### config.mk
export PLATFORM = sky130hd
export DESIGN_NAME = busy_arbiter
export DESIGN_NICKNAME = d
export VERILOG_FILES = /design/src/rtl/busy_arb_pkg.sv /design/src/rtl/busy_arb_port_track.sv /design/src/rtl/busy_arb_grant.sv /design/src/rtl/busy_arbiter.sv
export SDC_FILE = /design/constraint.sdc
export NUM_CORES = 1
export LEC_CHECK = 0
export ABC_AREA = 1
export BUFFER_PORTS_ARGS = -buffer_cell sky130_fd_sc_hd__buf_2
export CORE_ASPECT_RATIO = 0.8
export CORE_UTILIZATION = 35
export DETAILED_ROUTE_END_ITERATION = 6
export HOLD_SLACK_MARGIN = 0.05
export PLACE_DENSITY_LB_ADDON = 0.2
export SYNTH_ARGS = -nofsm -noshare
export SYNTH_HDL_FRONTEND = slang
export SYNTH_SLANG_ARGS = --single-unit
### constraint.sdc
create_clock -name clk -period 2.8 [get_ports clk]
set_input_delay 0.56 -clock clk [delete_from_list [all_inputs] [get_ports clk]]
set_output_delay 0.56 -clock clk [all_outputs]
set_load 0.01 [all_outputs]
### src/rtl/busy_arb_pkg.sv
package busy_arb_pkg;
  typedef enum logic [1:0] {
    GNT_NONE  = 2'd0,
    GNT_LEFT  = 2'd1,
    GNT_RIGHT = 2'd2
  } grant_e;
endpackage

### src/rtl/busy_arb_port_track.sv
module busy_arb_port_track #(
  parameter int ADDR_W = 11
) (
  input  logic              clk,
  input  logic              rst_n,
  input  logic              en,
  input  logic              act,
  input  logic [ADDR_W-1:0] addr,
  output logic              live,
  output logic              steady
);
  logic              live_q, live_d;
  logic [ADDR_W-1:0] addr_q, addr_d;
  logic              addr_ld;

  always_comb begin
    live    = en & act;
    addr_ld = live;
    live_d  = live;
    addr_d  = addr_ld ? addr : addr_q;
    // steady: this port was already live on the same address last cycle
    steady  = live & live_q & (addr_q == addr);
  end

  always_ff @(posedge clk or negedge rst_n) begin
    if (!rst_n) begin
      live_q <= 1'b0;
      addr_q <= '0;
    end else begin
      live_q <= live_d;
      addr_q <= addr_d;
    end
  end
endmodule

### src/rtl/busy_arb_grant.sv
module busy_arb_grant
  import busy_arb_pkg::*;
#(
  parameter bit TIE_RIGHT = 1'b0
) (
  input  logic   clk,
  input  logic   rst_n,
  input  logic   contend,
  input  logic   l_steady,
  input  logic   r_steady,
  output grant_e grant_q
);
  localparam grant_e TIE_GNT = TIE_RIGHT ? GNT_RIGHT : GNT_LEFT;

  grant_e grant_d;

  always_comb begin
    grant_d = grant_q;
    if (!contend) begin
      grant_d = GNT_NONE;
    end else if (grant_q == GNT_NONE) begin
      if (l_steady && !r_steady)      grant_d = GNT_LEFT;
      else if (r_steady && !l_steady) grant_d = GNT_RIGHT;
      else                            grant_d = TIE_GNT;
    end
  end

  always_ff @(posedge clk or negedge rst_n) begin
    if (!rst_n) grant_q <= GNT_NONE;
    else        grant_q <= grant_d;
  end

  // the port already present (earlier select or earlier address) wins
  p_left_early_r2: assert property (@(posedge clk) disable iff (!rst_n)
    (contend && grant_q == GNT_NONE && l_steady && !r_steady) |=> grant_q == GNT_LEFT);
  // same rule seen from the right side
  p_right_early_r3: assert property (@(posedge clk) disable iff (!rst_n)
    (contend && grant_q == GNT_NONE && r_steady && !l_steady) |=> grant_q == GNT_RIGHT);
  // simultaneous arrival resolves to the fixed side
  p_tie_r7: assert property (@(posedge clk) disable iff (!rst_n)
    (contend && grant_q == GNT_NONE && (l_steady == r_steady)) |=> grant_q == TIE_GNT);
  // decision holds while contention lasts
  p_hold_r5: assert property (@(posedge clk) disable iff (!rst_n)
    (contend && grant_q != GNT_NONE) |=> $stable(grant_q));
endmodule

### src/rtl/busy_arbiter.sv
module busy_arbiter
  import busy_arb_pkg::*;
#(
  parameter int ADDR_W    = 11,
  parameter bit TIE_RIGHT = 1'b0
) (
  input  logic              clk,
  input  logic              rst_n,
  input  logic              l_en,
  input  logic              l_act,
  input  logic [ADDR_W-1:0] l_addr,
  input  logic              r_en,
  input  logic              r_act,
  input  logic [ADDR_W-1:0] r_addr,
  output logic              l_busy_n,
  output logic              r_busy_n,
  output logic              win_valid,
  output logic              win_right
);
  localparam int NPORT = 2;

  logic [NPORT-1:0]        en_v, act_v, live_v, steady_v;
  logic [ADDR_W-1:0]       addr_v [NPORT];
  logic                    contend;
  grant_e                  grant_q;

  always_comb begin
    en_v[0]   = l_en;   en_v[1]   = r_en;
    act_v[0]  = l_act;  act_v[1]  = r_act;
    addr_v[0] = l_addr; addr_v[1] = r_addr;
  end

  for (genvar p = 0; p < NPORT; p++) begin : g_port
    busy_arb_port_track #(.ADDR_W(ADDR_W)) u_track (
      .clk    (clk),
      .rst_n  (rst_n),
      .en     (en_v[p]),
      .act    (act_v[p]),
      .addr   (addr_v[p]),
      .live   (live_v[p]),
      .steady (steady_v[p])
    );
  end

  always_comb contend = live_v[0] & live_v[1] & (addr_v[0] == addr_v[1]);

  busy_arb_grant #(.TIE_RIGHT(TIE_RIGHT)) u_grant (
    .clk      (clk),
    .rst_n    (rst_n),
    .contend  (contend),
    .l_steady (steady_v[0]),
    .r_steady (steady_v[1]),
    .grant_q  (grant_q)
  );

  always_comb begin
    l_busy_n  = (grant_q != GNT_RIGHT);
    r_busy_n  = (grant_q != GNT_LEFT);
    win_valid = (grant_q != GNT_NONE);
    win_right = (grant_q == GNT_RIGHT);
  end

  // no contention this cycle means both flags high next cycle
  p_release_r6: assert property (@(posedge clk) disable iff (!rst_n)
    !(l_en && l_act && r_en && r_act && l_addr == r_addr) |=> (l_busy_n && r_busy_n));
  // never both flags low
  p_one_loser_r4: assert property (@(posedge clk) disable iff (!rst_n)
    !(!l_busy_n && !r_busy_n));
  // a flag only falls after a cycle of contention
  p_fall_cause_r4: assert property (@(posedge clk) disable iff (!rst_n)
    $fell(l_busy_n) |-> $past(contend));
  // indicator follows the low flag
  p_win_side_r10: assert property (@(posedge clk) disable iff (!rst_n)
    win_valid |-> (win_right == !l_busy_n));
endmodule

==> results of run 1 <==
[logic make-up (layout without fill, tap and decap cells)]
group	after synthesis	in the layout	share of synthesized area
AO/OA/AOI/OAI	20	20	0.0660
AND/OR/NAND/NOR	126	126	0.341
flip-flops	26	26	0.429
XOR/XNOR	10	10	0.0578
buffers and inverters	43	75	0.106
[metal layers]
| layer | part of all wire | global-route usage |
|---|---|---|
| met5 | 0 | 0 |
| met3 | 0.029 | 0.0399 |
| met4 | 0.0064 | 0.0317 |
| met2 | 0.41 | 0.251 |
| met1 | 0.55 | 0.239 |
[state kept, by name, summed over array words and instances (netlist names)]
name / count
u_grant.grant_q: 2
g_port.u_track.addr_q: 22
g_port.u_track.live_q: 2
[power by group]
part	switching, mW	internal (mW)	leakage (nW)	total [mW]
clock	0.125	0.191	0.0357	0.317
sequential	0.0280	0.416	0.326	0.444
combinational	0.108	0.0725	0.650	0.181
[layout by cell type (no fill, tap or decap)]
cell,netlist,layout
a21oi_1,1,1
and2_1,1,1
buf_2,0,31
buf_4,0,1
bufinv_16,0,1
clkbuf_8,0,3
dfrtp_1,26,26
inv_1,33,33
inv_2,6,6
nand2_1,99,99
nand2_2,1,1
nand3_1,4,4
nand3_2,1,1
nand4_1,5,5
nor2_1,13,13
nor2_2,1,1
nor3_4,1,1
o21ai_0,19,19
xnor2_1,7,7
xor2_1,3,3
[layout make-up]
class | instances | share of cell area
clock inverters | 1 | 0.0166
multi-input cells | 156 | 0.390
repair buffers | 32 | 0.0900
flip-flops and latches | 26 | 0.360
inverters | 39 | 0.0810
well taps | 57 | 0.0395
clock buffers | 3 | 0.0229
[worst max-delay path: cells and delay by family, from the launching register on]
family | cells | cell delay (ns)
buffers and inverters | 2 | 0.18
and+or+nand+nor | 1 | 0.18
DFF | 1 | 0.41
[worst paths after layout]
path	start	to	cells after the start
setup / recovery	u_grant.grant_q[0]$_DFFE_PN0P_	l_busy_n	3
hold / removal	rst_n	g_port[1].u_track.addr_q[7]$_DFFE_PN0N_	1
setup reg to reg	g_port[1].u_track.addr_q[8]$_DFFE_PN0N_	u_grant.grant_q[0]$_DFFE_PN0P_	8
hold reg to reg	g_port[1].u_track.addr_q[9]$_DFFE_PN0N_	g_port[1].u_track.addr_q[9]$_DFFE_PN0N_	2
max in group asynchronous	rst_n	g_port[0].u_track.live_q$_DFF_PN0_	1
min in group clk	g_port[1].u_track.addr_q[9]$_DFFE_PN0N_	g_port[1].u_track.addr_q[9]$_DFFE_PN0N_	2
==> results.md, run 1 <==
* Final hold violation count at 0
* Placed cell area at 1740 µm²
* Max Cap Violations at 0
* CTS tree: built
* PostCTS Resize Cnt at 0
* Data arrival, critical path at 1.06 ns
* Final instance area at 1810 µm²
* Core area at 4180 µm²
* Area contributors post-synth: dfrtp_1 43%, nand2_1 25%, inv_1 8.2%
* Share of cells above drive strength 1 at 0.179
* Non-filler instance count after layout at 314
* Final Max Slew Viols at 0
* Max Clock Freq at 619 MHz
* HPWL after detailed placement at 2.58 mm
* I/O Buffers at 31
* Final setup vio count at 0
* Vias in the first global route at 1201
* Initial Util at 0.363
* RePlAce Congestion at 0.773
* N_diodes at 0
* Crit share post-route at 0.577
* Yosys warns at 0
* H-tree levels at 1
* DRC viols at 0
* Crit path largest cell delay at 0.41 ns
* WL/cell at 10.4 µm
* Pin count of the biggest net entering global routing at 27
* Worst-path clk slew at 0.10 ns
* Reg area at 651 µm²
* Clk sinks at 26
* Root buffer selected by CTS: clkbuf_8
* Commonest cells post-synth: 99 x nand2_1, 33 x inv_1, 26 x dfrtp_1
* Net Count, Synth at 253
* Critical Path Sink Type: primary output
* Outcome: finished clean
* Overall Power at 0.942 mW
* Post-synth ARST share at 1.00
* Reg2Reg Setup Slack at 1.59 ns
* Setup crit start kind: flip-flop
* Kind of critical path: flip-flop to primary output
* Setup TNS Final at 0 ns
* Filler cells at 435
* Post-synth EDFFs at 0
* Routed vias/inst at 4.27
* Placed cells at 310
* Final worst slack at 1.18 ns
* Antenna-violating nets left at 0
* Most frequent cell after synthesis: nand2_1
* Power Density at 521 nW/µm²
* Slew HR at 0.605
* Peak supply drop at 0.331 mV
* First-pass GRT wire length at 5.44 mm
* Nets@finish at 286
* Library cells used by synthesis at 18
* Critical Path RT at 2.24 ns
* Avg Cell Area, Syn at 6.74 µm²
* CTS Hold Bufs at 0
* Synth top area share at 0.429
* Maximum root-to-sink buffer count at 2
* Hold WC Path Type: input pin to async pin
* Cells after Synth at 225
* Global route total overflow at 0
* Vias post-DR at 1341
* Worst-skew pair later-pin latency at 0.27 ns
* Multi-input gate area at 704 µm²
* Worst Clk Skew at 0.00886 ns
* Die width at 75.6 µm
* Worst path slowest cell: dfrtp_1
* Pre-CTS WS at 1.06 ns
* Min cycle time layout at 1.62 ns
* Top_reg_cell synth: dfrtp_1
* Hold_ws at 0.271 ns
* CP max FO at 3
* Slew @ Worst Pin at 0.593 ns
* CTS Buf Count at 3
* Syn-to-layout area delta at 19.1%
* Detailed Route WL at 3.27 mm
* IO Pins at 32
* Core Util, Final at 0.432
* Iteration-0 DRC Markers at 61
* Largest area contributor in the netlist: dfrtp_1
* Die Ht at 60.9 µm
* Post-CTS Setup Bufs at 0
* Pleak at 1.01 nW
* GRT Total Usage at 0.165
* RSZ-0062 raised after global routing: false
* Num rows at 21
* Antenna violations before repair at 0
* Seq cells post-synth at 26
* Mapped Area at 1520 µm²
* Critical path cell sequence: nor2_1, inv_1, buf_2
* Seq/Total Area, Yosys at 0.429
* DRT Pass-1 Iters at 4
* DIE AREA at 4600 µm²
Note: power is estimated with default switching activity, not from simulation.
==> inputs of run 2 (changes only) <==
Settings changed: ABC_AREA 1 to 0.
Clock period 2.8 ns to 1.3 ns, I/O delays scaled along.
==> run 2 against run 1 <==
Compared with the run above:
- the flow now finishes with violations (negative setup slack)
- flip-flop and latch count unchanged
- synthesized area fell by 11%
- global-route usage decreased by 1.2 points
- power grew 100%
- first-iteration DRC count decreased by 75%
- non-clock buffer count up 15
- clock skew is 0.00064 ns higher
- via count fell by 30%
- synthesized cell count is 53% lower
- largest power group unchanged
==> results.md, run 2 <==
* CTS Buf Count at 3 (unchanged)
* Antenna violations before repair at 0 (unchanged)
* Commonest non-fill, non-tap cell in the layout: xor2_1
* Power Density at 1070 nW/µm² (+100%)
* Critical Path RT at 1.52 ns (-0.72 ns)
* Share of cells above drive strength 1 at 0.484 (+0.305)
* Synth top area share at 0.480 (+0.0511)
* DIE AREA at 4130 µm² (-10%)
* Global route total overflow at 0 (unchanged)
* First-pass GRT wire length at 4.72 mm (-13%)
* RePlAce Congestion at 0.724 (-6.3%)
* Maximum root-to-sink buffer count at 2 (unchanged)
* Root buffer selected by CTS: clkbuf_8
* Post-synth EDFFs at 0 (unchanged)
* Pin count of the biggest net entering global routing at 27 (unchanged)
* Worst-skew pair later-pin latency at 0.27 ns (about the same)
* Crit share post-route at 1.07
* Peak supply drop at 0.554 mV (+68%)
* Pleak at 0.843 nW (-17%)
* Yosys warns at 0 (unchanged)
* Max reg flops at 22 (unchanged)
* RSZ-0062 raised after global routing: true
* Mapped Area at 1360 µm² (-11%)
* Die width at 71.6 µm (-5.3%)
* Kind of critical path: flip-flop to flip-flop
* Critical Path Sink Type: flip-flop
* Nets@finish at 184 (-36%)
* Hold Path Depth at 2
* IO Pins at 32 (unchanged)
* Commonest cells post-synth: 32 x xor2_1, 26 x dfrtp_1, 15 x mux2_2
* Core area at 3570 µm² (-15%)
* Pre-CTS WS at -0.172 ns (-1.23 ns)
* Setup crit start kind: flip-flop
* Avg Cell Area, Syn at 12.8 µm² (+90%)
* HPWL after detailed placement at 2.23 mm (-13%)
* Initial Util at 0.380 (+0.0170)
* Outcome: finished, violations left
* Most frequent cell after synthesis: xor2_1
* Top_reg_cell synth: dfrtp_1
* N_diodes at 0 (unchanged)
* Cells after Synth at 106 (-53%)
* CTS tree: built
* Overall Power at 1.91 mW (+100%)
* Antenna-violating nets left at 0 (unchanged)
* Max Clock Freq at 719 MHz
* Clk sinks at 26 (unchanged)
* Seq/Total Area, Yosys at 0.480 (+0.0511)
* Seq cells post-synth at 26 (unchanged)
* Largest area contributor in the netlist: dfrtp_1
* DRT Pass-1 Iters at 3 (-1)
* Final Max Slew Viols at 0 (unchanged)
* Top reg by flops: g_port.u_track.addr_q
* Slew @ Worst Pin at 0.591 ns (-0.00162 ns)
* CP max FO at 2 (-1)
* DRC viols at 0 (unchanged)
* Net Count, Synth at 134 (-47%)
* WL/cell at 14.3 µm (+38%)
* Worst-path clk slew at 0.09 ns (about the same)
* H-tree levels at 1 (unchanged)
* Vias post-DR at 939 (-30%)
* Largest regs: g_port.u_track.addr_q: 22 flops, g_port.u_track.live_q: 2 flops, u_grant.grant_q: 2 flops
* Worst Clk Skew at 0.00950 ns (+0.000644 ns)
* Min cycle time layout at 1.39 ns
* Final worst slack at -0.0915 ns (-1.28 ns)
* Final hold violation count at 0 (unchanged)
* Library cells used by synthesis at 19 (+1)
* Failing checks: negative setup slack
* Detailed Route WL at 2.82 mm (-14%)
* Vias in the first global route at 1001 (-17%)
* Num rows at 19 (-9.5%)
* I/O Buffers at 31 (unchanged)
* Routed vias/inst at 4.77 (+12%)
* Data arrival, critical path at 1.61 ns (+0.55 ns)
* Area contributors post-synth: dfrtp_1 48%, xor2_1 21%, mux2_2 12%
* Max Cap Violations at 0 (unchanged)
* Hold WC Path Type: input pin to flip-flop
* Commonest cells after routing, fill and taps aside: 32 x xor2_1, 28 x buf_2, 26 x dfrtp_1
* Post-synth ARST share at 1.00 (unchanged)
* Final setup vio count at 4 (+4)
* GRT Total Usage at 0.152 (-0.0124)
* Syn-to-layout area delta at 31.9%
* Slew HR at 0.606 (+0.00108)
* Iteration-0 DRC Markers at 15 (-75%)
* Die Ht at 57.7 µm (-5.3%)
* Worst R2R Path Depth at 5 (-3)
==> run 2: logic make-up (layout without fill, tap and decap cells) <==
family	count (synthesis)	count (layout)	synth area share
xor+xnor	33	33	0.213
compound gates	2	2	0.0139
simple gates	18	18	0.0942
mux	22	22	0.183
flops	26	26	0.480
buf+inv	5	54	0.0157
==> run 2: critical path, cell delays in order, from the launching register on <==
cell and delay, ns:
dfrtp_1 0.40, xor2_1 0.17, nor4b_4 0.29, nand4_1 0.14, a41oi_2 0.21, o21ba_1 0.13
==> run 2: cell type report <==
type / instances / area, µm²
Inverter: 3 / 13.8
Sequential cell: 26 / 651
Tap cell: 42 / 52.6
Timing Repair Buffer: 47 / 297
Fill cell: 337 / 1780
Clock buffer: 4 / 55.1
Multi-Input combinational cell: 75 / 719
==> run 2: power by group <==
part           leakage (nW)  switching, mW  total (mW)  internal (mW)
combinational         0.502          0.192       0.407          0.215
clock                0.0288          0.252       0.523          0.271
sequential            0.312         0.0658       0.979          0.913
==> run 2: worst paths after layout <==
check | from | end | slack [ns]
max in group asynchronous | rst_n | g_port[0].u_track.addr_q[1]$_DFFE_PN0N_ | 0.39
worst min-delay path | l_addr[10] | g_port[0].u_track.addr_q[10]$_DFFE_PN0N_ | 0.25
worst min register to register | g_port[0].u_track.addr_q[4]$_DFFE_PN0N_ | g_port[0].u_track.addr_q[4]$_DFFE_PN0N_ | 0.51
worst max register to register | g_port[1].u_track.addr_q[4]$_DFFE_PN0N_ | u_grant.grant_q[1]$_DFFE_PN0P_ | -0.09
min in group asynchronous | rst_n | g_port[0].u_track.addr_q[3]$_DFFE_PN0N_ | 0.51
worst max-delay path | g_port[1].u_track.addr_q[4]$_DFFE_PN0N_ | u_grant.grant_q[1]$_DFFE_PN0P_ | -0.09
==> run 2: routing by layer <==
metal  routed length (µm)  vias up  global-route usage  share of wire
met5                    0        -                   0              0
met4                    7        0              0.0168         0.0025
met3                  128        3              0.0435          0.045
met2                 1340       20               0.269           0.47
met1                 1350      447               0.194           0.48
li1                     -      469                   -              -
==> run 2: through the flow <==
stage	setup TNS [ns]	util	instance area, µm²	hold WS [ns]	std cells
2_1_floorplan	0	-	1360	-0.0356	106
3_3_place_gp	-0.296	0.463	1650	0.301	190
3_5_place_dp	-0.336	0.463	1650	0.304	190
4_1_cts	-0.288	0.501	1790	0.248	197
5_1_grt	-0.609	0.501	1790	0.253	197
6_report	-0.263	0.501	1790	0.250	197
==> run 2: what timing repair did <==
item | CTS | global route
pin swaps | 0 | 1
setup buffers | 2 | 0
endpoints found under the hold margin | 26 | 0
setup endpoints to repair | 5 | 6
gates resized for setup | 11 | 0
hold buffers | 1 | 0
==> inputs of run 3 (changes only) <==
Settings changed: CORE_ASPECT_RATIO 0.8 to 0.75, CTS_CLUSTER_DIAMETER set to 200, MAX_ROUTING_LAYER set to met4.
==> run 3 against run 2 <==
Compared with the run above:
- the run still ends with negative setup slack left
- cell count is 5.1% higher
- via count is 2.1% higher
- flip-flop and latch count stayed put
- non-clock buffer count is 1 higher
- worst hold slack better by 0.0051 ns
- power is 3.8% lower
- critical path type unchanged
- largest power group unchanged
- highest routed layer unchanged
==> results.md, run 3 (synthesis gave the netlist of run 2 again) <==
* Clk sinks at 26 (unchanged)
* Antenna-violating nets left at 0 (unchanged)
* First-pass GRT wire length at 4.92 mm (+4.2%)
* Worst-skew pair later-pin latency at 0.26 ns (about the same)
* Worst-path clk slew at 0.08 ns (about the same)
* Detailed Route WL at 2.85 mm (+0.85%)
* Die width at 73.8 µm (+3.2%)
* Syn-to-layout area delta at 30.7%
* Largest regs: g_port.u_track.addr_q: 22 flops, g_port.u_track.live_q: 2 flops, u_grant.grant_q: 2 flops
* IO Pins at 32 (unchanged)
* Global route total overflow at 0 (unchanged)
* Max reg flops at 22 (unchanged)
* Root buffer selected by CTS: clkbuf_8
* DRT Pass-1 Iters at 4 (+1)
* Commonest cells after routing, fill and taps aside: 32 x xor2_1, 30 x buf_2, 26 x dfrtp_1
* Crit share post-route at 1.07 (+0.00445)
* Top reg by flops: g_port.u_track.addr_q
* Slew @ Worst Pin at 0.586 ns (-0.00487 ns)
* Setup crit start kind: flip-flop
* Seq pwr share at 0.533 (+0.020)
* HPWL after detailed placement at 2.29 mm (+2.4%)
* Peak supply drop at 0.626 mV (+13%)
* Critical Path Sink Type: flip-flop
* Hold WC Path Type: input pin to flip-flop
* WL/cell at 13.7 µm (-4.0%)
* Final setup vio count at 4 (unchanged)
* Nets@finish at 185 (+0.54%)
* Die Ht at 55.9 µm (-3.1%)
* CTS Buf Count at 3 (unchanged)
* Power Density at 1040 nW/µm² (-3.0%)
* Maximum root-to-sink buffer count at 2 (unchanged)
* Outcome: finished, violations left
* Commonest non-fill, non-tap cell in the layout: xor2_1
* Max Cap Violations at 0 (unchanged)
* Slew HR at 0.609 (+0.00325)
* Setup TNS Final at -0.261 ns (+0.00136 ns)
* N_diodes at 0 (unchanged)
* Vias in the first global route at 1032 (+3.1%)
* Sw power at 0.496 mW (-2.6%)
* Routed vias/inst at 4.63 (-2.8%)
* Initial Util at 0.368 (-0.0123)
* Core area at 3680 µm² (+3.3%)
* RSZ-0062 raised after global routing: true
* Filler cells at 351 (+4.2%)
* Placed cells at 202 (+6.3%)
* Pleak at 0.837 nW (-0.64%)
* Worst Clk Skew at 0.00284 ns (-0.00666 ns)
* GRT Total Usage at 0.164 (+0.0112)
* Hold_ws at 0.255 ns (+0.00511 ns)
* Pin count of the biggest net entering global routing at 27 (unchanged)
* RePlAce Congestion at 0.699 (-3.5%)
* H-tree levels at 1 (unchanged)
* Failing checks: negative setup slack
* Clock share of power at 0.240 (-0.034)
* DIE AREA at 4130 µm² (about the same)
* Logic gate share of total power at 0.227 (+0.014)
* Iteration-0 DRC Markers at 7 (-8)
* CTS tree: built
* Critical Path RT at 1.51 ns (about the same)
* I/O Buffers at 31 (unchanged)
* Vias post-DR at 959 (+2.1%)
* Min cycle time layout at 1.40 ns (+0.00578 ns)
* Antenna violations before repair at 0 (unchanged)
* Kind of critical path: flip-flop to flip-flop
* Non-filler instance count after layout at 207 (+5.1%)
* Final hold violation count at 0 (unchanged)
* Core Util, Final at 0.481 (-0.0206)
* Max Clock Freq at 716 MHz (-0.41%)
* Final worst slack at -0.0972 ns (-0.00578 ns)
* Net Sw Frac at 0.270 (+0.00344)
* Num rows at 19 (unchanged)
* CP max FO at 2 (unchanged)
* DRC viols at 0 (unchanged)
* Share of cells above drive strength 1 at 0.471 (-0.0129)
* Data arrival, critical path at 1.61 ns (about the same)
* Cell-internal power at 1.34 mW (-4.3%)
* Final Max Slew Viols at 0 (unchanged)
[run 3: critical path: stages, from the launching register on]
cell	delay, ns
dfrtp_1	0.40
xor2_1	0.16
nor4_2	0.29
nand4_1	0.15
a41oi_2	0.20
o21ba_1	0.14
[run 3: area by class of cell]
| type | instances | area [µm²] | share of cell area |
|---|---|---|---|
| Clock buffer | 3 | 41.3 | 0.0233 |
| Tap cell | 52 | 65.1 | 0.0367 |
| Multi-Input combinational cell | 75 | 712 | 0.402 |
| Inverter | 3 | 11.3 | 0.00636 |
| Timing Repair Buffer | 48 | 292 | 0.165 |
| Sequential cell | 26 | 651 | 0.367 |
[run 3: timing repair]
action                                  4_1_cts  5_1_grt
hold buffers                                  1        0
setup buffers                                 0        1
endpoints found under the setup margin        4        5
pin swaps                                     1        2
gates resized for setup                       5        1
endpoints found under the hold margin        26        0
[run 3: power by group through the flow]
| stage | Sequential (mW) | Clock, mW | Combinational (mW) |
|---|---|---|---|
| finish | 0.979 | 0.440 | 0.416 |
| global route | 0.996 | 0.489 | 0.460 |
| CTS | 0.980 | 0.465 | 0.420 |
| detailed placement | 0.996 | 0 | 0.398 |
| global placement | 0.988 | 0 | 0.386 |
| floorplan | 0.981 | 0 | 0.233 |
[run 3: routing by layer]
layer  wire [µm]  vias to the layer above  GRT usage
met5           0                        -          -
met4           8                        0     0.0165
met3         131                        2     0.0471
met2        1370                       23      0.258
met1        1330                      469      0.217
li1            -                      465          -
[run 3: path summary, 6_finish.rpt]
path,slack (ns),cells past startpoint,startpoint,end
setup / recovery,-0.1,5,g_port[1].u_track.addr_q[1]$_DFFE_PN0N_,u_grant.grant_q[1]$_DFFE_PN0P_
hold / removal,0.26,2,l_addr[10],g_port[0].u_track.addr_q[10]$_DFFE_PN0N_
setup reg to reg,-0.1,5,g_port[1].u_track.addr_q[1]$_DFFE_PN0N_,u_grant.grant_q[1]$_DFFE_PN0P_
hold reg to reg,0.52,1,g_port[0].u_track.addr_q[9]$_DFFE_PN0N_,g_port[0].u_track.addr_q[9]$_DFFE_PN0N_
max in group asynchronous,0.38,2,rst_n,g_port[0].u_track.addr_q[4]$_DFFE_PN0N_
min in group asynchronous,0.54,2,rst_n,g_port[0].u_track.addr_q[3]$_DFFE_PN0N_
[run 3: per-stage QoR]
step,instance area (µm²),worst slack [ns],total power [mW]
finish,1770,-0.0972,1.84
global route,1770,-0.178,1.95
CTS,1760,-0.103,1.87
detailed placement,1680,-0.209,1.39
global placement,1680,-0.157,1.37
floorplan,1360,0.0466,1.21
